$ cat config.mk
export PLATFORM = sky130hd
export DESIGN_NAME = sync_timing_gen
export DESIGN_NICKNAME = d
export VERILOG_FILES = /design/src/rtl/stg_pkg.sv /design/src/rtl/stg_raster.sv /design/src/rtl/stg_ctrl_reg.sv /design/src/rtl/stg_pulse.sv /design/src/rtl/sync_timing_gen.sv
export SDC_FILE = /design/constraint.sdc
export NUM_CORES = 1
export LEC_CHECK = 0
export CAP_MARGIN = 0
export CORE_MARGIN = 4
export CORE_UTILIZATION = 55
export DETAILED_ROUTE_END_ITERATION = 7
export HOLD_SLACK_MARGIN = 0.15
export PLACE_DENSITY = 0.76
export SETUP_SLACK_MARGIN = 0.1
export SYNTH_ARGS = -nofsm -noshare
export SYNTH_HDL_FRONTEND = slang
export SYNTH_HIERARCHICAL = 1
export SYNTH_SLANG_ARGS = --single-unit
$ cat constraint.sdc
create_clock -name clk -period 2.8 [get_ports clk]
set_clock_uncertainty 0.1 [all_clocks]
set_input_delay 0.28 -clock clk [delete_from_list [all_inputs] [get_ports clk]]
set_output_delay 0.28 -clock clk [all_outputs]
set_load 0.01 [all_outputs]
$ cat src/rtl/stg_pkg.sv
package stg_pkg;

   // control register layout; positions are decoded by the timing logic
   typedef struct packed {
      logic [1:0] skew;    // line sync shift against pixel data
      logic [1:0] vfield;  // mode 2: frame sync width, mode 1: bit 1 = long field delay
      logic [1:0] hoff;    // line sync offset from frame reference
      logic [1:0] hwid;    // line sync width
   } stg_cfg_t;

   localparam int STG_MAX_WIDTH = 128;
   localparam int STG_MAX_LEAD  = 3 + 16;
   localparam int STG_CNT_W     = $clog2(STG_MAX_WIDTH + 1);

   function automatic logic [7:0] stg_dec_width(input logic [1:0] code);
      case (code)
         2'd0:    return 8'd1;
         2'd1:    return 8'd4;
         2'd2:    return 8'd16;
         default: return 8'd128;
      endcase
   endfunction

   function automatic logic [4:0] stg_dec_offset(input logic [1:0] code);
      case (code)
         2'd0:    return 5'd0;
         2'd1:    return 5'd4;
         2'd2:    return 5'd8;
         default: return 5'd16;
      endcase
   endfunction

endpackage

$ cat src/rtl/stg_raster.sv
module stg_raster #(
   parameter int H_TOTAL = 864,
   parameter int V_TOTAL = 625,
   parameter int H_BLANK = 144,
   parameter int H_W     = 10,
   parameter int V_W     = 10
) (
   input  logic           clk,
   input  logic           rst_n,
   output logic [H_W-1:0] h_cnt,
   output logic [V_W-1:0] v_cnt,
   output logic           frame_wrap,
   output logic           pix_valid
);

   localparam logic [H_W-1:0] H_LAST = H_W'(H_TOTAL - 1);
   localparam logic [V_W-1:0] V_LAST = V_W'(V_TOTAL - 1);
   localparam logic [H_W-1:0] H_ACT  = H_W'(H_BLANK);

   assign frame_wrap = (h_cnt == H_LAST) && (v_cnt == V_LAST);

   always_ff @(posedge clk or negedge rst_n) begin
      if (!rst_n) begin
         h_cnt     <= '0;
         v_cnt     <= '0;
         pix_valid <= 1'b0;
      end else begin
         pix_valid <= (h_cnt >= H_ACT);
         if (h_cnt == H_LAST) begin
            h_cnt <= '0;
            v_cnt <= (v_cnt == V_LAST) ? '0 : v_cnt + 1'b1;
         end else begin
            h_cnt <= h_cnt + 1'b1;
         end
      end
   end

   // pixel counter never leaves the line
   a_r3_h_range: assert property (@(posedge clk) disable iff (!rst_n)
      h_cnt <= H_LAST);

   // line counter only moves at the end of a line
   a_r3_line_step: assert property (@(posedge clk) disable iff (!rst_n)
      (h_cnt != H_LAST) |=> $stable(v_cnt));

endmodule

$ cat src/rtl/stg_ctrl_reg.sv
module stg_ctrl_reg
   import stg_pkg::*;
#(
   parameter int ADDR_W   = 5,
   parameter int REG_ADDR = 12
) (
   input  logic              clk,
   input  logic              rst_n,
   input  logic [ADDR_W-1:0] reg_addr,
   input  logic [7:0]        reg_wdata,
   input  logic              reg_wr,
   output logic [7:0]        reg_rdata,
   input  logic              mode_sel,
   input  logic              frame_wrap,
   output stg_cfg_t          act_cfg,
   output logic              act_mode2
);

   localparam logic [ADDR_W-1:0] SEL = ADDR_W'(REG_ADDR);

   stg_cfg_t shadow;

   assign reg_rdata = (reg_addr == SEL) ? shadow : 8'h00;

   always_ff @(posedge clk or negedge rst_n) begin
      if (!rst_n) begin
         shadow    <= '0;
         act_cfg   <= '0;
         act_mode2 <= 1'b0;
      end else begin
         if (reg_wr && (reg_addr == SEL)) shadow <= reg_wdata;
         if (frame_wrap) begin
            act_cfg   <= shadow;
            act_mode2 <= mode_sel;
         end
      end
   end

   // active settings only move at the frame boundary
   a_r9_cfg_hold: assert property (@(posedge clk) disable iff (!rst_n)
      !frame_wrap |=> ($stable(act_cfg) && $stable(act_mode2)));

   // a write elsewhere leaves the shadow alone
   a_r2_other_addr: assert property (@(posedge clk) disable iff (!rst_n)
      (reg_wr && reg_addr != SEL) |=> $stable(shadow));

endmodule

$ cat src/rtl/stg_pulse.sv
module stg_pulse #(
   parameter int CNT_W = 8
) (
   input  logic             clk,
   input  logic             rst_n,
   input  logic             fire,
   input  logic [CNT_W-1:0] len,
   output logic             active
);

   logic [CNT_W-1:0] cnt;

   always_ff @(posedge clk or negedge rst_n) begin
      if (!rst_n)            cnt <= '0;
      else if (fire)         cnt <= len;
      else if (cnt != '0)    cnt <= cnt - 1'b1;
   end

   assign active = (cnt != '0);

   // a started pulse shortens by one clock each cycle
   a_r4_countdown: assert property (@(posedge clk) disable iff (!rst_n)
      (cnt != '0 && !fire) |=> (cnt == $past(cnt) - 1'b1));

   // a trigger loads the decoded length
   a_r4_load: assert property (@(posedge clk) disable iff (!rst_n)
      fire |=> (cnt == $past(len)));

endmodule

$ cat src/rtl/sync_timing_gen.sv
module sync_timing_gen
   import stg_pkg::*;
#(
   parameter int H_TOTAL  = 864,
   parameter int V_TOTAL  = 625,
   parameter int H_BLANK  = 144,
   parameter int EXT_CLKS = 432,
   parameter int ADDR_W   = 5,
   parameter int REG_ADDR = 12
) (
   input  logic              clk,
   input  logic              rst_n,
   input  logic [ADDR_W-1:0] reg_addr,
   input  logic [7:0]        reg_wdata,
   input  logic              reg_wr,
   output logic [7:0]        reg_rdata,
   input  logic              mode_sel,
   output logic              hsync,
   output logic              vsync,
   output logic              field,
   output logic              pix_valid
);

   localparam int H_W        = $clog2(H_TOTAL);
   localparam int V_W        = $clog2(V_TOTAL);
   localparam int FIELD_LINE = (V_TOTAL + 1) / 2;
   localparam int N_CH       = 2;   // 0: line sync, 1: frame sync

   // elaboration checks on the parameter set
   if (H_TOTAL <= STG_MAX_LEAD + STG_MAX_WIDTH + 1) begin : g_bad_line_len
      initial $error("H_TOTAL too short for the widest line sync pulse");
   end
   if (H_TOTAL <= STG_MAX_LEAD + EXT_CLKS + 1) begin : g_bad_ext
      initial $error("EXT_CLKS does not fit inside one line");
   end
   if (V_TOTAL < 3 || (V_TOTAL % 2) == 0) begin : g_bad_lines
      initial $error("V_TOTAL must be odd and at least 3 for interlace");
   end
   if (H_BLANK < 1 || H_BLANK >= H_TOTAL) begin : g_bad_blank
      initial $error("H_BLANK must lie inside the line");
   end
   if (REG_ADDR >= (1 << ADDR_W)) begin : g_bad_addr
      initial $error("REG_ADDR does not fit in ADDR_W bits");
   end

   logic [H_W-1:0] h_cnt;
   logic [V_W-1:0] v_cnt;
   logic           frame_wrap;
   stg_cfg_t       act_cfg;
   logic           act_mode2;

   stg_raster #(
      .H_TOTAL(H_TOTAL), .V_TOTAL(V_TOTAL), .H_BLANK(H_BLANK),
      .H_W(H_W), .V_W(V_W)
   ) u_raster (
      .clk(clk), .rst_n(rst_n), .h_cnt(h_cnt), .v_cnt(v_cnt),
      .frame_wrap(frame_wrap), .pix_valid(pix_valid)
   );

   stg_ctrl_reg #(.ADDR_W(ADDR_W), .REG_ADDR(REG_ADDR)) u_ctrl (
      .clk(clk), .rst_n(rst_n), .reg_addr(reg_addr), .reg_wdata(reg_wdata),
      .reg_wr(reg_wr), .reg_rdata(reg_rdata), .mode_sel(mode_sel),
      .frame_wrap(frame_wrap), .act_cfg(act_cfg), .act_mode2(act_mode2)
   );

   // decoded positions within the line
   logic [H_W-1:0] skew_pt;
   logic [H_W-1:0] hs_start;
   logic [H_W-1:0] field_pt;
   logic           first_line_of_field;

   assign skew_pt  = H_W'(act_cfg.skew);
   assign hs_start = skew_pt + H_W'(stg_dec_offset(act_cfg.hoff));
   assign field_pt = hs_start +
                     ((!act_mode2 && act_cfg.vfield[1]) ? H_W'(EXT_CLKS) : '0);
   assign first_line_of_field = (v_cnt == '0) || (v_cnt == V_W'(FIELD_LINE));

   logic [N_CH-1:0]      ch_fire;
   logic [STG_CNT_W-1:0] ch_len [N_CH];
   logic [N_CH-1:0]      ch_out;

   assign ch_fire[0] = (h_cnt == hs_start);
   assign ch_len[0]  = STG_CNT_W'(stg_dec_width(act_cfg.hwid));
   assign ch_fire[1] = act_mode2 && first_line_of_field && (h_cnt == skew_pt);
   assign ch_len[1]  = STG_CNT_W'(stg_dec_width(act_cfg.vfield));

   for (genvar g = 0; g < N_CH; g++) begin : g_ch
      stg_pulse #(.CNT_W(STG_CNT_W)) u_pulse (
         .clk(clk), .rst_n(rst_n), .fire(ch_fire[g]),
         .len(ch_len[g]), .active(ch_out[g])
      );
   end

   assign hsync = ch_out[0];
   assign vsync = ch_out[1];

   logic field_q;

   always_ff @(posedge clk or negedge rst_n) begin
      if (!rst_n)
         field_q <= 1'b0;
      else if ((v_cnt == V_W'(FIELD_LINE)) && (h_cnt == field_pt))
         field_q <= 1'b1;
      else if ((v_cnt == '0) && (h_cnt == hs_start))
         field_q <= 1'b0;
   end

   assign field = field_q;

   // no frame sync while timing mode 1 is active
   a_r7_no_vs_mode1: assert property (@(posedge clk) disable iff (!rst_n)
      !act_mode2 |-> !vsync);

   // the field flag only changes on the first line of a field
   a_r8_field_lines: assert property (@(posedge clk) disable iff (!rst_n)
      !$stable(field_q) |-> first_line_of_field);

   // line sync starts one clock after the counter passes its start point
   a_r5_hs_rise: assert property (@(posedge clk) disable iff (!rst_n)
      $rose(hsync) |-> ($past(h_cnt) == $past(hs_start)));

endmodule

==> results of run 1 <==
layer usage:
| layer | up-vias | wire length [um] | track usage, % |
|---|---|---|---|
| met2 | 64 | 3200 | 33.1 |
| met3 | 11 | 274 | 4.07 |
| met1 | 1237 | 3120 | 28.4 |
| met5 | - | 0 | 0 |
| li1 | 1211 | - | - |
| met4 | 0 | 116 | 5.20 |
cells in the mapped netlist, drive strengths merged, types with 9 or more instances:
library cell / count
o31ai: 14
mux2: 17
nor3: 9
inv: 19
or4: 11
ha: 10
nand2: 19
nor4: 12
dfrtp: 55
nor2: 26
xor2: 14
and2: 12
nand3: 12
flip-flops by register name, indices dropped and copies added, names as in the netlist:
register / flops
field: 1
g_ch.u_pulse/cnt: 16
u_ctrl/act_cfg: 8
u_ctrl/act_mode2: 1
u_ctrl/shadow: 8
u_raster/h_cnt: 10
u_raster/pix_valid: 1
u_raster/v_cnt: 10
cell families after synthesis:
| family | after synthesis |
|---|---|
| flops | 55 |
| simple gates | 133 |
| buf+inv | 24 |
| compound gates | 47 |
| xor+xnor | 22 |
| fa+ha+maj | 10 |
| mux | 17 |
| other cells | 1 |
through the flow:
stage	power, uW	std cells
detailed placement	1600	420
CTS	2160	429
global route	2320	429
floorplan	1430	316
finish	2170	429
global placement	1580	420
worst reg2reg max path: cells and delay by family, from the launching register on:
kind | cells | cell delay, ns
flip-flops | 1 | 0.51
multiplexers | 1 | 0.37
buffers and inverters | 1 | 0.23
AND/OR/NAND/NOR | 3 | 1.05
timing repair:
item                                    in CTS  in global routing
gates resized for setup                      2                  7
endpoints found under the setup margin       2                  2
hold endpoints to repair                    16                  0
pin swaps                                    0                  0
gates cloned                                 0                  0
hold buffers                                 1                  0
final timing paths:
kind                                                            to  slack, ns                                from
worst max-delay path                                         vsync       0.25  g_ch[1].u_pulse/cnt[0]$_DFFE_PN0P_
worst min-delay path                  u_ctrl/shadow[3]$_DFFE_PN0P_       0.28                               rst_n
worst max register to register        u_ctrl/act_mode2$_DFFE_PN0P_       0.44         u_raster/h_cnt[6]$_DFF_PN0_
worst min register to register                   field$_DFFE_PN0P_       0.40                   field$_DFFE_PN0P_
max in group asynchronous       g_ch[1].u_pulse/cnt[0]$_DFFE_PN0P_       1.67                               rst_n
min in group clk                                 field$_DFFE_PN0P_       0.40                   field$_DFFE_PN0P_
layout make-up:
type,count,area (um^2),share of cell area (%)
Tap cell,72,90.1,2.44
Clock inverter,3,47.5,1.29
Multi-Input combinational cell,237,1680,45.5
Clock buffer,5,68.8,1.87
Inverter,19,71.3,1.93
Sequential cell,55,1380,37.4
Timing Repair Buffer,38,353,9.57
report_power, final:
group / leakage [uW] / switching [uW] / internal, uW / total [uW]
Clock: 0.0000587 / 275 / 272 / 546
Combinational: 0.000829 / 256 / 259 / 516
Sequential: 0.000711 / 174 / 932 / 1110
==> impl_results.md, run 1 <==
- Area of the die: a little under 0.007 mm^2
- Fmax: 392 MHz
- Final Wtd Congestion: a little over 0.9
- Core ar.: roughly 0.0055 mm^2
- Vias in the first global route: 2423
- Clock buffer depth: 2
- First-pass GRT wire length: approximately 12 mm
- ANT nets after route: 0
- Syn avg cell area: between 10 and 15 um^2
- Most area-hungry cell type in the Yosys netlist: dfrtp_1
- Largest family of logic cells by synthesized area: simple AND/OR/NAND/NOR gates
- RSZ-0062 raised after global routing: false
- CTS tree: done
- Per-cell routed wire length: between 15 and 20 um
- Crit-path cells: inv_1 -> ha_1 -> or3b_4 -> nor2_4 -> inv_1 -> clkdlybuf4s50_1
- Rows: 27
- Area contributors post-synth: dfrtp_1, mux2_2, ha_1
- Status: finished clean
- Min setup slack post-route: ~0.25 ns
- Top cell type's share of synthesized area: between 40 and 50%
- Layout Area Growth over Synthesis: 18.5%
- Crit path capture type: primary output
- GR Util All Layers: between 20% and 30%
- Cells after Synth: 309
- Leakage power: between 0.0015 and 0.002 uW
- Clock latency at the later pin of the worst-skew pair: around 0.31 ns
- Clk pin slew, worst setup/hold paths: 0.10 ns
- Post-synthesis adder-cell area fraction: roughly 4%
- Power per cell area: around 600 mW/mm^2
- # setup viols final: 0
- Hold Path Class: primary input to asynchronous set/reset pin
- Synth Register Bits: 55
- Design area: ~0.0037 mm^2
- Synth Area in Simple Gates: roughly a quarter
- Dpl hpwl: between 4 and 5 mm
- CP Buf/Inv Count: 3
- Port Buffers: 28
- DIE WIDTH: 83.2 um
- CTS H-tree lvls: 2
- Setup TNS: 0 ns
- Max cap viols: 0
- Final Net Count: between 300 and 400
- Seq/Total Area, Yosys: between 40 and 50%
- Worst slew pin tran: around 0.76 ns
- Cell family with most CP delay: buffers and inverters
- Crit Path Max Fanout: 6
- Overflow after GRT: 0
- Antenna violations before repair: 0
- Num CTS Buffers: 5
- Tmin final: approximately 2.6 ns
- Detailed-route DRC error count: 0
- Detailed Route Iter0 Violations: 179
- WP data arrival: 2.17 ns
- Post-CTS setup buffers: 0
- Compound-Gate Fraction of Synth Area: between 10% and 20%
- Layout cell share with drive strength beyond 1: between 10% and 20%
- Number of synthesized flops with an enable pin: 0
- First drt pass iteration count: 4
- CP Launch Type: flop
- Fillcell total: roughly 430
- CP max stage delay: around 0.47 ns
- Pin count of the biggest net entering global routing: 25
- Commonest non-fill, non-tap cell in the layout: dfrtp_1
- Synth warn: 6
- Initial Utilization: about 56%
- Root Buffer: clkbuf_8
- Io pins: 29
- Most used cell, CP: inv_1
- Final design utilization: roughly 67%
- Diodes inserted: 0
- Sink Count: 55
- Most used DFF post-synth: dfrtp_1
- FFs w/ async S/R, synth: between 90% and 100%
- Synthesized cell area: ~0.0031 mm^2
- Cell Area, Placed: ~0.0035 mm^2
- Worst path required time: between 2 and 2.5 ns
- Slew Limit Headroom: between 40% and 50%
- Hold_ws: between 0.2 and 0.3 ns
- Slew Limit Fails: 0
- WL final: 6.71 mm
- Vias: roughly 2500
- Vias per inst: between 5 and 6
- Xor and xnor area share after synthesis: 6.19%
- Final period util: about 90%
- Mux cell area share after synthesis: under 10%
- Max IR drop VDD: around 0.38 mV
- DP Worst Slack: ~0.42 ns
- Die Y: 83.2 um
- Worst path slowest cell: clkdlybuf4s50_1
- WS Path Type: flop to primary output
- Count of cell types in the netlist: 44
- Most frequent cells in the layout: dfrtp_1, clkdlybuf4s50_1, nor2_1
- Register-to-Register Path Depth: 5
- Final hold violation count: 0
- Worst path depth: 6
(Power assumes the default switching activity.)
==> run 2: changes to the inputs <==
CORE_ASPECT_RATIO = 1.1   (was default)
CORE_UTILIZATION = 49   (was 55)
PLACE_DENSITY = 0.69   (was 0.76)
==> impl_results.md, run 2 (synthesis results as in run 1) <==
- Internal Pwr Total: between 1000 and 1500 uW
- Commonest non-fill, non-tap cell in the layout: dfrtp_1
- WL final: around 6.4 mm
- Per-cell routed wire length: between 10 and 15 um
- Vias in the first global route: 2423
- Pin count of the biggest net entering global routing: 21
- First drt pass iteration count: 4
- Sequential Power Share: between 50% and 60%
- Max IR drop VDD: 0.381 mV
- Registers with the most flip-flops: g_ch.u_pulse/cnt x16, u_raster/h_cnt x10, u_raster/v_cnt x10
- Max reg flops: 16
- Slew Limit Headroom: 48.0%
- Hold_ws: 0.324 ns
- Fmax: between 300 and 400 MHz
- Layout Area Growth over Synthesis: 18.1%
- Status: finished clean
- Rows: 30
- ANT nets after route: 0
- Reg with most FFs: g_ch.u_pulse/cnt
- Final Net Count: just under 400
- Hold Path Class: primary input to asynchronous set/reset pin
- RSZ-0062 raised after global routing: true
- GR Util All Layers: between 15 and 20%
- Initial Utilization: 50.5%
- Crit path capture type: primary output
- CP Launch Type: flop
- Tmin final: 2.59 ns
- Slew Limit Fails: 0
- Antenna violations before repair: 0
- Overflow after GRT: 0
- Root Buffer: clkbuf_8
- Final Wtd Congestion: roughly 0.8
- Worst path required time: 2.42 ns
- Core ar.: between 0.006 and 0.007 mm^2
- CTS tree: done
- CTS H-tree lvls: 2
- Register-to-Register Path Depth: 5
- Clock latency at the later pin of the worst-skew pair: around 0.31 ns
- Switch share: about a third
- Clock power frac: between 20 and 25%
- Max cap viols: 0
- Detailed Route Iter0 Violations: between 70 and 80
- Io pins: 29
- Num CTS Buffers: 5
- Dpl hpwl: around 4.9 mm
- Vias per inst: around 5.6
- Setup TNS: 0 ns
- Leakage power: ~0.0016 uW
- Sink Count: 55
- DIE WIDTH: roughly 84 um
- Fillcell total: ~540
- Power per cell area: roughly 560 mW/mm^2
- Diodes inserted: 0
- Clk pin slew, worst setup/hold paths: 0.09 ns
- Final hold violation count: 0
- Gate power share: 24.6%
- Port Buffers: 28
- Detailed-route DRC error count: 0
- WP data arrival: ~2.2 ns
- Final period util: between 90% and 100%
- Layout cell share with drive strength beyond 1: a little over an eighth
- Most frequent cells in the layout: dfrtp_1, clkdlybuf4s50_1, nor2_1
- Die Y: 91.6 um
- Worst slew pin tran: between 0.7 and 0.8 ns
- Worst r2r src: u_raster/h_cnt[6]$_DFF_PN0_
- WS Path Type: flop to primary output
- Vias: approximately 2500
- Area of the die: a little under 0.008 mm^2
- Clock buffer depth: 2
- Crit Path Max Fanout: 6
- First-pass GRT wire length: about 11 mm
- Net switching power: between 600 and 700 uW
- R2R Setup Slk: 0.44 ns
- Reg2reg end: u_ctrl/act_mode2$_DFFE_PN0P_
- # setup viols final: 0
## run 2: area by class of cell
class	instances	area, um^2	area share [%]
Multi-Input combinational cell	237	1670	45.4
Sequential cell	55	1380	37.5
Timing Repair Buffer	40	368	10.0
Tap cell	80	100	2.72
Clock buffer	6	72.6	1.97
Inverter	19	71.3	1.94
Clock inverter	2	16.3	0.443
## run 2: worst max path at each step
| stage | start | to | slack, ns |
|---|---|---|---|
| final | g_ch[0].u_pulse/cnt[0]$_DFFE_PN0P_ | hsync | 0.21 |
| after global routing | g_ch[0].u_pulse/cnt[0]$_DFFE_PN0P_ | hsync | 0.09 |
| after CTS | g_ch[1].u_pulse/cnt[0]$_DFFE_PN0P_ | vsync | 0.15 |
| after detailed placement | reg_addr[1] | reg_rdata[4] | 0.36 |
| after global placement | reg_addr[1] | reg_rdata[1] | 0.41 |
| after floorplan | u_raster/h_cnt[5]$_DFF_PN0_ | u_ctrl/act_mode2$_DFFE_PN0P_ | 0.23 |
## run 2: repair_timing
| action | CTS | global route |
|---|---|---|
| hold buffers | 1 | 0 |
| endpoints found under the setup margin | 2 | 2 |
| gates cloned | 0 | 0 |
| endpoints found under the hold margin | 15 | 0 |
| buffers inserted | 0 | 1 |
| resized for setup | 2 | 4 |
## run 2: critical path: stages, from the launching register on
cell and delay (ns):
dfrtp_2 0.45, inv_1 0.11, ha_1 0.18, or3b_2 0.52, nor2_4 0.14, inv_1 0.05
clkdlybuf4s50_1 0.46
## run 2: power by group through the flow
| stage | Sequential [uW] | Clock, uW | Combinational, uW |
|---|---|---|---|
| after global routing | 1120 | 496 | 568 |
| after global placement | 1100 | 0 | 469 |
| final | 1100 | 442 | 503 |
| after detailed placement | 1110 | 0 | 483 |
| after floorplan | 1060 | 0 | 370 |
| after CTS | 1090 | 461 | 492 |
## run 2: per-stage QoR
| stage | util (%) | cell area [um^2] | total power (uW) | worst slack [ns] | std cells |
|---|---|---|---|---|---|
| 2_1_floorplan | - | 3140 | 1430 | 0.234 | 316 |
| 3_3_place_gp | 57.7 | 3550 | 1570 | 0.407 | 429 |
| 3_5_place_dp | 57.7 | 3550 | 1590 | 0.362 | 429 |
| 4_1_cts | 59.4 | 3660 | 2040 | 0.150 | 438 |
| 5_1_grt | 59.7 | 3670 | 2180 | 0.0905 | 439 |
| 6_report | 59.7 | 3670 | 2040 | 0.210 | 439 |
## run 2: routing by layer
layer | wire length, um | vias up | part of all wire [%] | track usage (%)
met5 | 0 | - | 0 | 0
met4 | 85 | 0 | 1.3 | 4.96
met3 | 129 | 9 | 2.0 | 2.81
met2 | 3470 | 26 | 54 | 32.6
met1 | 2720 | 1195 | 43 | 20.8
li1 | - | 1225 | - | -
